[config.mk]
export PLATFORM = sky130hd
export DESIGN_NAME = pp_dma_channel
export DESIGN_NICKNAME = d
export VERILOG_FILES = /design/src/rtl/pp_dma_pkg.sv /design/src/rtl/pp_dma_sampler.sv /design/src/rtl/pp_dma_desc.sv /design/src/rtl/pp_dma_engine.sv /design/src/rtl/pp_dma_channel.sv
export SDC_FILE = /design/constraint.sdc
export NUM_CORES = 1
export LEC_CHECK = 0
export BUFFER_PORTS_ARGS = -buffer_cell sky130_fd_sc_hd__buf_2
export CAP_MARGIN = 20
export CORE_ASPECT_RATIO = 0.9
export CORE_UTILIZATION = 40
export DETAILED_ROUTE_END_ITERATION = 8
export GPL_TIMING_DRIVEN = 0
export SLEW_MARGIN = 20
export SYNTH_ARGS = -nofsm -noshare
export SYNTH_HDL_FRONTEND = slang
export SYNTH_SLANG_ARGS = --single-unit
[constraint.sdc]
create_clock -name clk -period 1.8 [get_ports clk]
set_input_delay 0.27 -clock clk [delete_from_list [all_inputs] [get_ports clk]]
set_output_delay 0.27 -clock clk [all_outputs]
set_load 0.02 [all_outputs]
[src/rtl/pp_dma_pkg.sv]
package pp_dma_pkg;
    parameter int ADDR_W = 8;
    parameter int CNT_W  = 8;

    typedef enum logic {
        SPACE_REG = 1'b0,
        SPACE_MEM = 1'b1
    } space_e;

    typedef enum logic {
        ST_IDLE = 1'b0,
        ST_BUSY = 1'b1
    } xfer_st_e;

    typedef struct packed {
        logic [CNT_W-1:0]  cnt;
        logic [ADDR_W-1:0] ptr;
    } desc_t;

    function automatic int unsigned max_cycles(int unsigned a, int unsigned b);
        return (a > b) ? a : b;
    endfunction
endpackage

[src/rtl/pp_dma_sampler.sv]
module pp_dma_sampler #(
    parameter int PERIOD = 5
) (
    input  logic clk,
    input  logic rst,
    output logic tick
);
    localparam int PW = (PERIOD > 1) ? $clog2(PERIOD) : 1;

    logic [PW-1:0] phase_q;

    assign tick = (phase_q == PW'(PERIOD - 1));

    always_ff @(posedge clk) begin
        if (rst)       phase_q <= '0;
        else if (tick) phase_q <= '0;
        else           phase_q <= phase_q + 1'b1;
    end
endmodule

[src/rtl/pp_dma_desc.sv]
module pp_dma_desc
    import pp_dma_pkg::*;
(
    input  logic  clk,
    input  logic  rst,
    input  logic  wr,
    input  logic  wr_tbl,
    input  desc_t wr_desc,
    input  logic  adv,
    input  logic  swap_en,
    output desc_t act_desc,
    output logic  act_tbl,
    output logic  eob
);
    desc_t tbl_q [2];

    assign act_desc = tbl_q[act_tbl];
    assign eob      = adv && (act_desc.cnt == CNT_W'(1));

    for (genvar g = 0; g < 2; g++) begin : g_tbl
        desc_t q;
        always_ff @(posedge clk) begin
            if (rst) begin
                q <= '0;
            end else if (adv && (act_tbl == 1'(g))) begin
                q.cnt <= q.cnt - 1'b1;
                q.ptr <= q.ptr + 1'b1;
            end else if (wr && (wr_tbl == 1'(g))) begin
                q <= wr_desc;
            end
        end
        assign tbl_q[g] = q;
    end

    always_ff @(posedge clk) begin
        if (rst)                 act_tbl <= 1'b0;
        else if (eob && swap_en) act_tbl <= ~act_tbl;
    end
endmodule

[src/rtl/pp_dma_engine.sv]
module pp_dma_engine
    import pp_dma_pkg::*;
#(
    parameter int DATA_W     = 8,
    parameter int REG_CYCLES = 8,
    parameter int MEM_CYCLES = 16
) (
    input  logic              clk,
    input  logic              rst,
    input  logic              tick,
    input  logic              en,
    input  logic              req,
    input  logic              grant,
    input  desc_t             act_desc,
    input  space_e            space,
    input  logic              bus_wait,
    input  logic [DATA_W-1:0] periph_data,
    output logic              bus_req,
    output logic [ADDR_W-1:0] bus_addr,
    output logic [DATA_W-1:0] bus_data,
    output space_e            bus_space,
    output logic              done
);
    localparam int MAXC = int'(max_cycles(REG_CYCLES, MEM_CYCLES));
    localparam int CW   = (MAXC > 1) ? $clog2(MAXC) : 1;

    xfer_st_e          st_q;
    logic [CW-1:0]     cyc_q;
    logic [CW-1:0]     len_m1;
    logic              pend_q;
    logic              req_seen;
    logic              start;
    logic              stall;
    logic [ADDR_W-1:0] addr_q;
    logic [DATA_W-1:0] data_q;
    space_e            space_q;

    assign req_seen = pend_q | req;
    assign start    = (st_q == ST_IDLE) && tick && en && req_seen && grant
                      && (act_desc.cnt != '0);
    assign len_m1   = (space_q == SPACE_MEM) ? CW'(MEM_CYCLES - 1) : CW'(REG_CYCLES - 1);
    assign stall    = (st_q == ST_BUSY) && (space_q == SPACE_MEM) && bus_wait;
    assign done     = (st_q == ST_BUSY) && !stall && (cyc_q == len_m1);

    assign bus_req   = (st_q == ST_BUSY);
    assign bus_addr  = addr_q;
    assign bus_data  = data_q;
    assign bus_space = space_q;

    always_ff @(posedge clk) begin
        if (rst) begin
            st_q    <= ST_IDLE;
            cyc_q   <= '0;
            pend_q  <= 1'b0;
            addr_q  <= '0;
            data_q  <= '0;
            space_q <= SPACE_REG;
        end else begin
            pend_q <= en ? (req_seen && !start) : 1'b0;
            if (start) begin
                st_q    <= ST_BUSY;
                cyc_q   <= '0;
                addr_q  <= act_desc.ptr;
                data_q  <= periph_data;
                space_q <= space;
            end else if (done) begin
                st_q <= ST_IDLE;
            end else if ((st_q == ST_BUSY) && !stall) begin
                cyc_q <= cyc_q + 1'b1;
            end
        end
    end
endmodule

[src/rtl/pp_dma_channel.sv]
module pp_dma_channel
    import pp_dma_pkg::*;
#(
    parameter int DATA_W        = 8,
    parameter int SAMPLE_PERIOD = 5,
    parameter int REG_CYCLES    = 8,
    parameter int MEM_CYCLES    = 16
) (
    input  logic              clk,
    input  logic              rst,
    input  logic              req_i,
    input  logic              grant_i,
    input  logic [DATA_W-1:0] periph_data_i,
    input  logic              en_set_i,
    input  logic              en_clr_i,
    input  logic              swap_en_i,
    input  logic              space_i,
    input  logic              dsc_wr_i,
    input  logic              dsc_tbl_i,
    input  logic [CNT_W-1:0]  dsc_cnt_i,
    input  logic [ADDR_W-1:0] dsc_ptr_i,
    input  logic              eob_clr_i,
    input  logic              bus_wait_i,
    output logic              bus_req_o,
    output logic [ADDR_W-1:0] bus_addr_o,
    output logic [DATA_W-1:0] bus_data_o,
    output logic              bus_space_o,
    output logic              xfer_done_o,
    output logic              en_o,
    output logic              active_tbl_o,
    output logic              eob_irq_o
);
    logic   tick;
    logic   eob;
    logic   en_q;
    logic   eob_q;
    desc_t  act_desc;
    desc_t  wr_desc;
    space_e bus_space;

    assign wr_desc.cnt = dsc_cnt_i;
    assign wr_desc.ptr = dsc_ptr_i;

    pp_dma_sampler #(.PERIOD(SAMPLE_PERIOD)) u_sampler (
        .clk  (clk),
        .rst  (rst),
        .tick (tick)
    );

    pp_dma_desc u_desc (
        .clk      (clk),
        .rst      (rst),
        .wr       (dsc_wr_i),
        .wr_tbl   (dsc_tbl_i),
        .wr_desc  (wr_desc),
        .adv      (xfer_done_o),
        .swap_en  (swap_en_i),
        .act_desc (act_desc),
        .act_tbl  (active_tbl_o),
        .eob      (eob)
    );

    pp_dma_engine #(
        .DATA_W     (DATA_W),
        .REG_CYCLES (REG_CYCLES),
        .MEM_CYCLES (MEM_CYCLES)
    ) u_engine (
        .clk         (clk),
        .rst         (rst),
        .tick        (tick),
        .en          (en_q),
        .req         (req_i),
        .grant       (grant_i),
        .act_desc    (act_desc),
        .space       (space_e'(space_i)),
        .bus_wait    (bus_wait_i),
        .periph_data (periph_data_i),
        .bus_req     (bus_req_o),
        .bus_addr    (bus_addr_o),
        .bus_data    (bus_data_o),
        .bus_space   (bus_space),
        .done        (xfer_done_o)
    );

    assign bus_space_o = bus_space;

    always_ff @(posedge clk) begin
        if (rst)                     en_q <= 1'b0;
        else if (eob && !swap_en_i)  en_q <= 1'b0;
        else if (en_set_i)           en_q <= 1'b1;
        else if (en_clr_i)           en_q <= 1'b0;
    end

    always_ff @(posedge clk) begin
        if (rst)            eob_q <= 1'b0;
        else if (eob)       eob_q <= 1'b1;
        else if (eob_clr_i) eob_q <= 1'b0;
    end

    assign en_o      = en_q;
    assign eob_irq_o = eob_q;
endmodule

==> results of run 1 <==
==> what timing repair did <==
action / in CTS / in global routing
setup buffers: 2 / 12
resized for setup: 11 / 25
setup endpoints to repair: 41 / 50
hold endpoints to repair: 0 / 0
hold buffers: 0 / 0
pin swaps: 3 / 8
==> per-layer routing <==
layer | GRT usage | vias to the layer above | share of wire
li1 | - | 1699 | -
met1 | 0.304 | 1689 | 0.45
met2 | 0.393 | 113 | 0.48
met3 | 0.0554 | 16 | 0.056
met4 | 0.0725 | 0 | 0.018
met5 | 0 | - | 0
==> final timing paths <==
kind | to | slack, ps | cells past startpoint | from
worst min-delay path | u_engine.bus_space | 160 | 3 | space_i
worst max-delay path | u_desc.g_tbl[0].q[5] | 20 | 7 | u_engine.cyc_q[3]
worst min register to register | u_engine.bus_data[1] | 450 | 2 | u_engine.bus_data[1]
worst max register to register | u_desc.g_tbl[0].q[5] | 20 | 7 | u_engine.cyc_q[3]
==> Yosys cell counts (7+ instances only) <==
cell type / n / area share
nand3_1: 21 / 0.030
and2_1: 7 / 0.012
buf_6: 8 / 0.025
and3_1: 9 / 0.016
mux2i_1: 29 / 0.082
nor2_1: 13 / 0.014
or4_1: 8 / 0.017
clkbuf_1: 14 / 0.015
nand2_1: 69 / 0.073
inv_1: 17 / 0.018
nor3_1: 11 / 0.015
dfxtp_1: 61 / 0.34
nand4_1: 11 / 0.019
mux2_2: 8 / 0.025
ha_1: 7 / 0.025
o21ai_0: 13 / 0.018
a21oi_1: 12 / 0.017
a31oi_1: 11 / 0.019
==> sequential cells by signal, summed over array words and instances, names as in the netlist <==
register	cells
eob_irq_o	1
u_engine.bus_data	8
u_desc.g_tbl.q	32
u_engine.pend_q	1
u_desc.act_tbl	1
u_engine.bus_req	1
u_engine.bus_space	1
u_engine.cyc_q	4
u_sampler.phase_q	3
en_o	1
u_engine.bus_addr	8
==> metrics by stage <==
| step | utilization | setup TNS, ps | worst slack, ps | std cells | power, W |
|---|---|---|---|---|---|
| finish | 0.514 | 0 | 22.1 | 622 | 0.00304 |
| global route | 0.514 | -66.8 | -34.3 | 622 | 0.00318 |
| CTS | 0.491 | 0 | 2.22 | 611 | 0.00305 |
| detailed placement | 0.463 | -5870 | -241 | 593 | 0.00181 |
| global placement | 0.463 | -4050 | -197 | 593 | 0.00180 |
| floorplan | - | 0 | 49.7 | 418 | 0.00168 |
==> final cells by class <==
class / count / area, um^2
Clock buffer: 9 / 124
Timing Repair Buffer: 70 / 422
Buffer: 30 / 199
Fill cell: 859 / 4190
Clock inverter: 7 / 73.8
Multi-Input combinational cell: 308 / 2150
Sequential cell: 61 / 1240
Inverter: 18 / 67.6
Tap cell: 119 / 149
==> report_power, final <==
| group | leakage [nW] | switching (W) | internal, W |
|---|---|---|---|
| logic | 1.17 | 0.000208 | 0.000142 |
| clock network | 0.0996 | 0.000607 | 0.000643 |
| registers | 0.501 | 0.0000497 | 0.00139 |
==> cell families (layout without fill, tap and decap cells) <==
group,count (synthesis),in the layout,synth area share
compound gates,85,85,0.188
xor+xnor,4,4,0.00985
fa+ha+maj,7,7,0.0246
buf+inv,49,134,0.0724
flops,61,61,0.343
mux,39,39,0.114
simple gates,173,173,0.248
==> critical path: stages (launching register included) <==
cell and delay, ps:
dfxtp_1 310, buf_6 130, and3b_4 190, buf_12 140, o21ai_4 190, buf_12 140
mux2_2 330, o221a_2 240
==> metrics.yaml, run 1 <==
yosysSeqAreaShare: 0.343
layout_commonest_cell: "nand2_1"
diodes: 0
synth_edf_count: 0
coreArea_mm2: 0.00861
ys_types: 69
required_ps: 2040
initialDrtViolationCount: 231
grt_max_degree: 13
hp-class: "in2reg"
setup_viol: 0
crit_fanout: 10
cts_num_sinks: 61
powerDensity_mw_per_mm2: 687
cts_max_level: 3
period_minus_slack_ps: 1780
first_pass_iters: 5
fin_worst_skew_ps: 9.61
max_slew.worst_pin.slew_ps: 736
track_usage: 0.238
grt_pass1_vias: 3355
overflow: 0
path_class: "reg2reg"
gp_congestion: 0.909
fin_area_mm2: 0.00442
fmax_ghz: 0.562
p_leak_nw: 1.77
root_buffer: "clkbuf_8"
num_vias: 3517
rsz0062_at_grt: "yes"
synthArstFlopShare: 0
slew_viol_final: 0
dieArea_mm2: 0.00928
syn_area_per_cell_um2: 8.51
ys.flop_type: "dfxtp_1"
syn_area_mm2: 0.00356
vias_per_cell: 5.65
wirelength_um: 10400
slew_headroom: 0.509
area_growth_pct: 24.3
mostFrequentLayoutCells: "nand2_1 (69), buf_2 (58), dfxtp_1 (55)"
grt_antenna_before_repair: 0
final_nets: 541
die_w_um: 101
hold_viol_final: 0
post-route-period-util: 0.988
status: "complete, no violations"
cts_tree: "yes"
cts_buffers: 9
dpl.hpwl_um: 7660
path_clk_slew_ps: 80
crit_arrival_ps: 2020
start_util: 0.413
end_kind: "flop"
cap_violations: 0
synth_seq_cells: 61
drive_gt1_frac: 0.282
holdWs_ps: 158
syn-instance-count: 418
routedWlPerCell_um: 16.8
start_kind: "flop"
io_pins: 58
cts_buffer_depth: 2
clk_latency_ps: 350
grt_pass1_wl_um: 16900
ant_nets: 0
row_count: 32
yosysWarnings: 0
place_area_mm2: 0.00399
syn-num-nets: 461
peakVddDrop_v: 0.000449
drc_errors: 0
die_y_um: 91.5
io_buffers: 56
Power figures use the tool's default switching activity.
==> inputs of run 2 (changes only) <==
- clock period: 1.8 -> 2.2 ns (I/O delays scaled with it)
==> metrics.yaml, run 2 (synthesized netlist as in run 1, its figures left out) <==
fin_setup_tns_ps: 0
start_kind: "flop"
fmax_ghz: 0.498
dpl.hpwl_um: 7660
top_usage_layer: "met2"
min_from: "periph_data_i[2]"
die_w_um: 101
hold_viol_final: 0
drc_errors: 0
layout_commonest_cell: "nand2_1"
diodes: 0
track_usage: 0.236
post-route-period-util: 0.912
end_kind: "output pin"
cts_resized: 0
start_util: 0.413
vias_per_cell: 5.60
die_y_um: 91.5
r2r_slack_ps: 280
largest_reg_flops: 32
cts_max_level: 3
grt_pass1_wl_um: 16800
ctsHoldBuffers: 0
regArea_mm2: 0.00122
path_clk_slew_ps: 80
drive_gt1_frac: 0.231
slew_headroom: 0.518
setup_viol: 0
crit_arrival_ps: 1680
grt_antenna_before_repair: 0
gp_congestion: 0.909
status: "complete, no violations"
dieArea_mm2: 0.00928
cts_buffer_depth: 2
cts_tree: "yes"
place_inst: 593
timing.rr.start: "u_engine.cyc_q[0]"
crit_fanout: 6
worstReg2RegEnd: "u_desc.g_tbl[0].q[4]"
multiInputGateArea_mm2: 0.00208
required_ps: 1870
mostFrequentLayoutCells: "nand2_1 (69), buf_2 (61), dfxtp_1 (61)"
p_leak_nw: 1.69
n_fill_cell: 869
layoutNonFillerInstCount: 609
grt_use_met1: 0.306
row_count: 32
cts_setup_buffers: 0
grt_util_met3: 0.0531
cap_violations: 0
first_pass_iters: 4
overflow: 0
regMostFlops: "u_desc.g_tbl.q"
fin_worst_skew_ps: 11.9
coreArea_mm2: 0.00861
powerDensity_mw_per_mm2: 593
clk_latency_ps: 350
path_class: "reg2out"
wirelength_um: 10200
startpoint: "u_engine.cyc_q[0]"
initialDrtViolationCount: 175
io_buffers: 56
num_vias: 3412
final_nets: 528
area_growth_pct: 17.6
cts_num_sinks: 61
period_minus_slack_ps: 2010
root_buffer: "clkbuf_8"
use_met2: 0.386
grt_max_degree: 13
io_pins: 58
max_slew.worst_pin.slew_ps: 717
grt_pass1_vias: 3336
slew_viol_final: 0
routedWlPerCell_um: 16.8
cp-endpoint: "xfer_done_o"
peakVddDrop_v: 0.000382
hp-class: "in2reg"
cts_buffers: 9
ant_nets: 0
reg2regPathDepth: 6
rsz0062_at_grt: "no"
==> run 2: worst min-delay path by stage <==
stage / endpoint / slack, ps / cells after the start
detailed placement: u_engine.bus_data[1] / 450 / 2
CTS: u_engine.bus_data[2] / 210 / 3
floorplan: en_o / 460 / 2
global placement: u_engine.bus_addr[0] / 440 / 2
global route: u_engine.bus_data[1] / 220 / 3
finish: u_engine.bus_data[2] / 220 / 3
==> run 2: power by group <==
part / switching (W) / total (W) / internal (W) / leakage, nW
clock: 0.000497 / 0.00102 / 0.000527 / 0.0996
combinational: 0.000168 / 0.000280 / 0.000112 / 1.09
sequential: 0.0000380 / 0.00118 / 0.00114 / 0.496
==> run 2: per-layer routing <==
layer	vias to the layer above	share of wire
met1	1626	0.45
met3	17	0.053
met2	104	0.47
met4	0	0.020
li1	1665	-
met5	-	0
==> run 2: worst max-delay path, cell delays in order (launching register included) <==
cell	delay, ps
dfxtp_1	370
ha_1	230
and3_1	160
buf_2	170
o21ai_0	170
inv_1	80
buf_2	150
==> run 2: layout make-up <==
cell class / count / area share
buffer: 31 / 0.0454
clock buffer: 9 / 0.0296
clock inverter: 7 / 0.0176
inverter: 18 / 0.0161
multi-input combinational: 308 / 0.497
sequential: 61 / 0.292
tap: 119 / 0.0356
timing repair buffer: 56 / 0.0670
==> run 2: through the flow <==
step | hold WS [ps] | utilization | cell area, um^2 | power [W] | setup WS [ps]
after global routing | 218 | 0.486 | 4190 | 0.00259 | 67.2
after detailed placement | 447 | 0.463 | 3990 | 0.00148 | 98.9
after global placement | 441 | 0.463 | 3990 | 0.00147 | 143
after CTS | 214 | 0.486 | 4190 | 0.00250 | 177
after floorplan | 458 | - | 3560 | 0.00137 | 450
final | 222 | 0.486 | 4190 | 0.00248 | 193
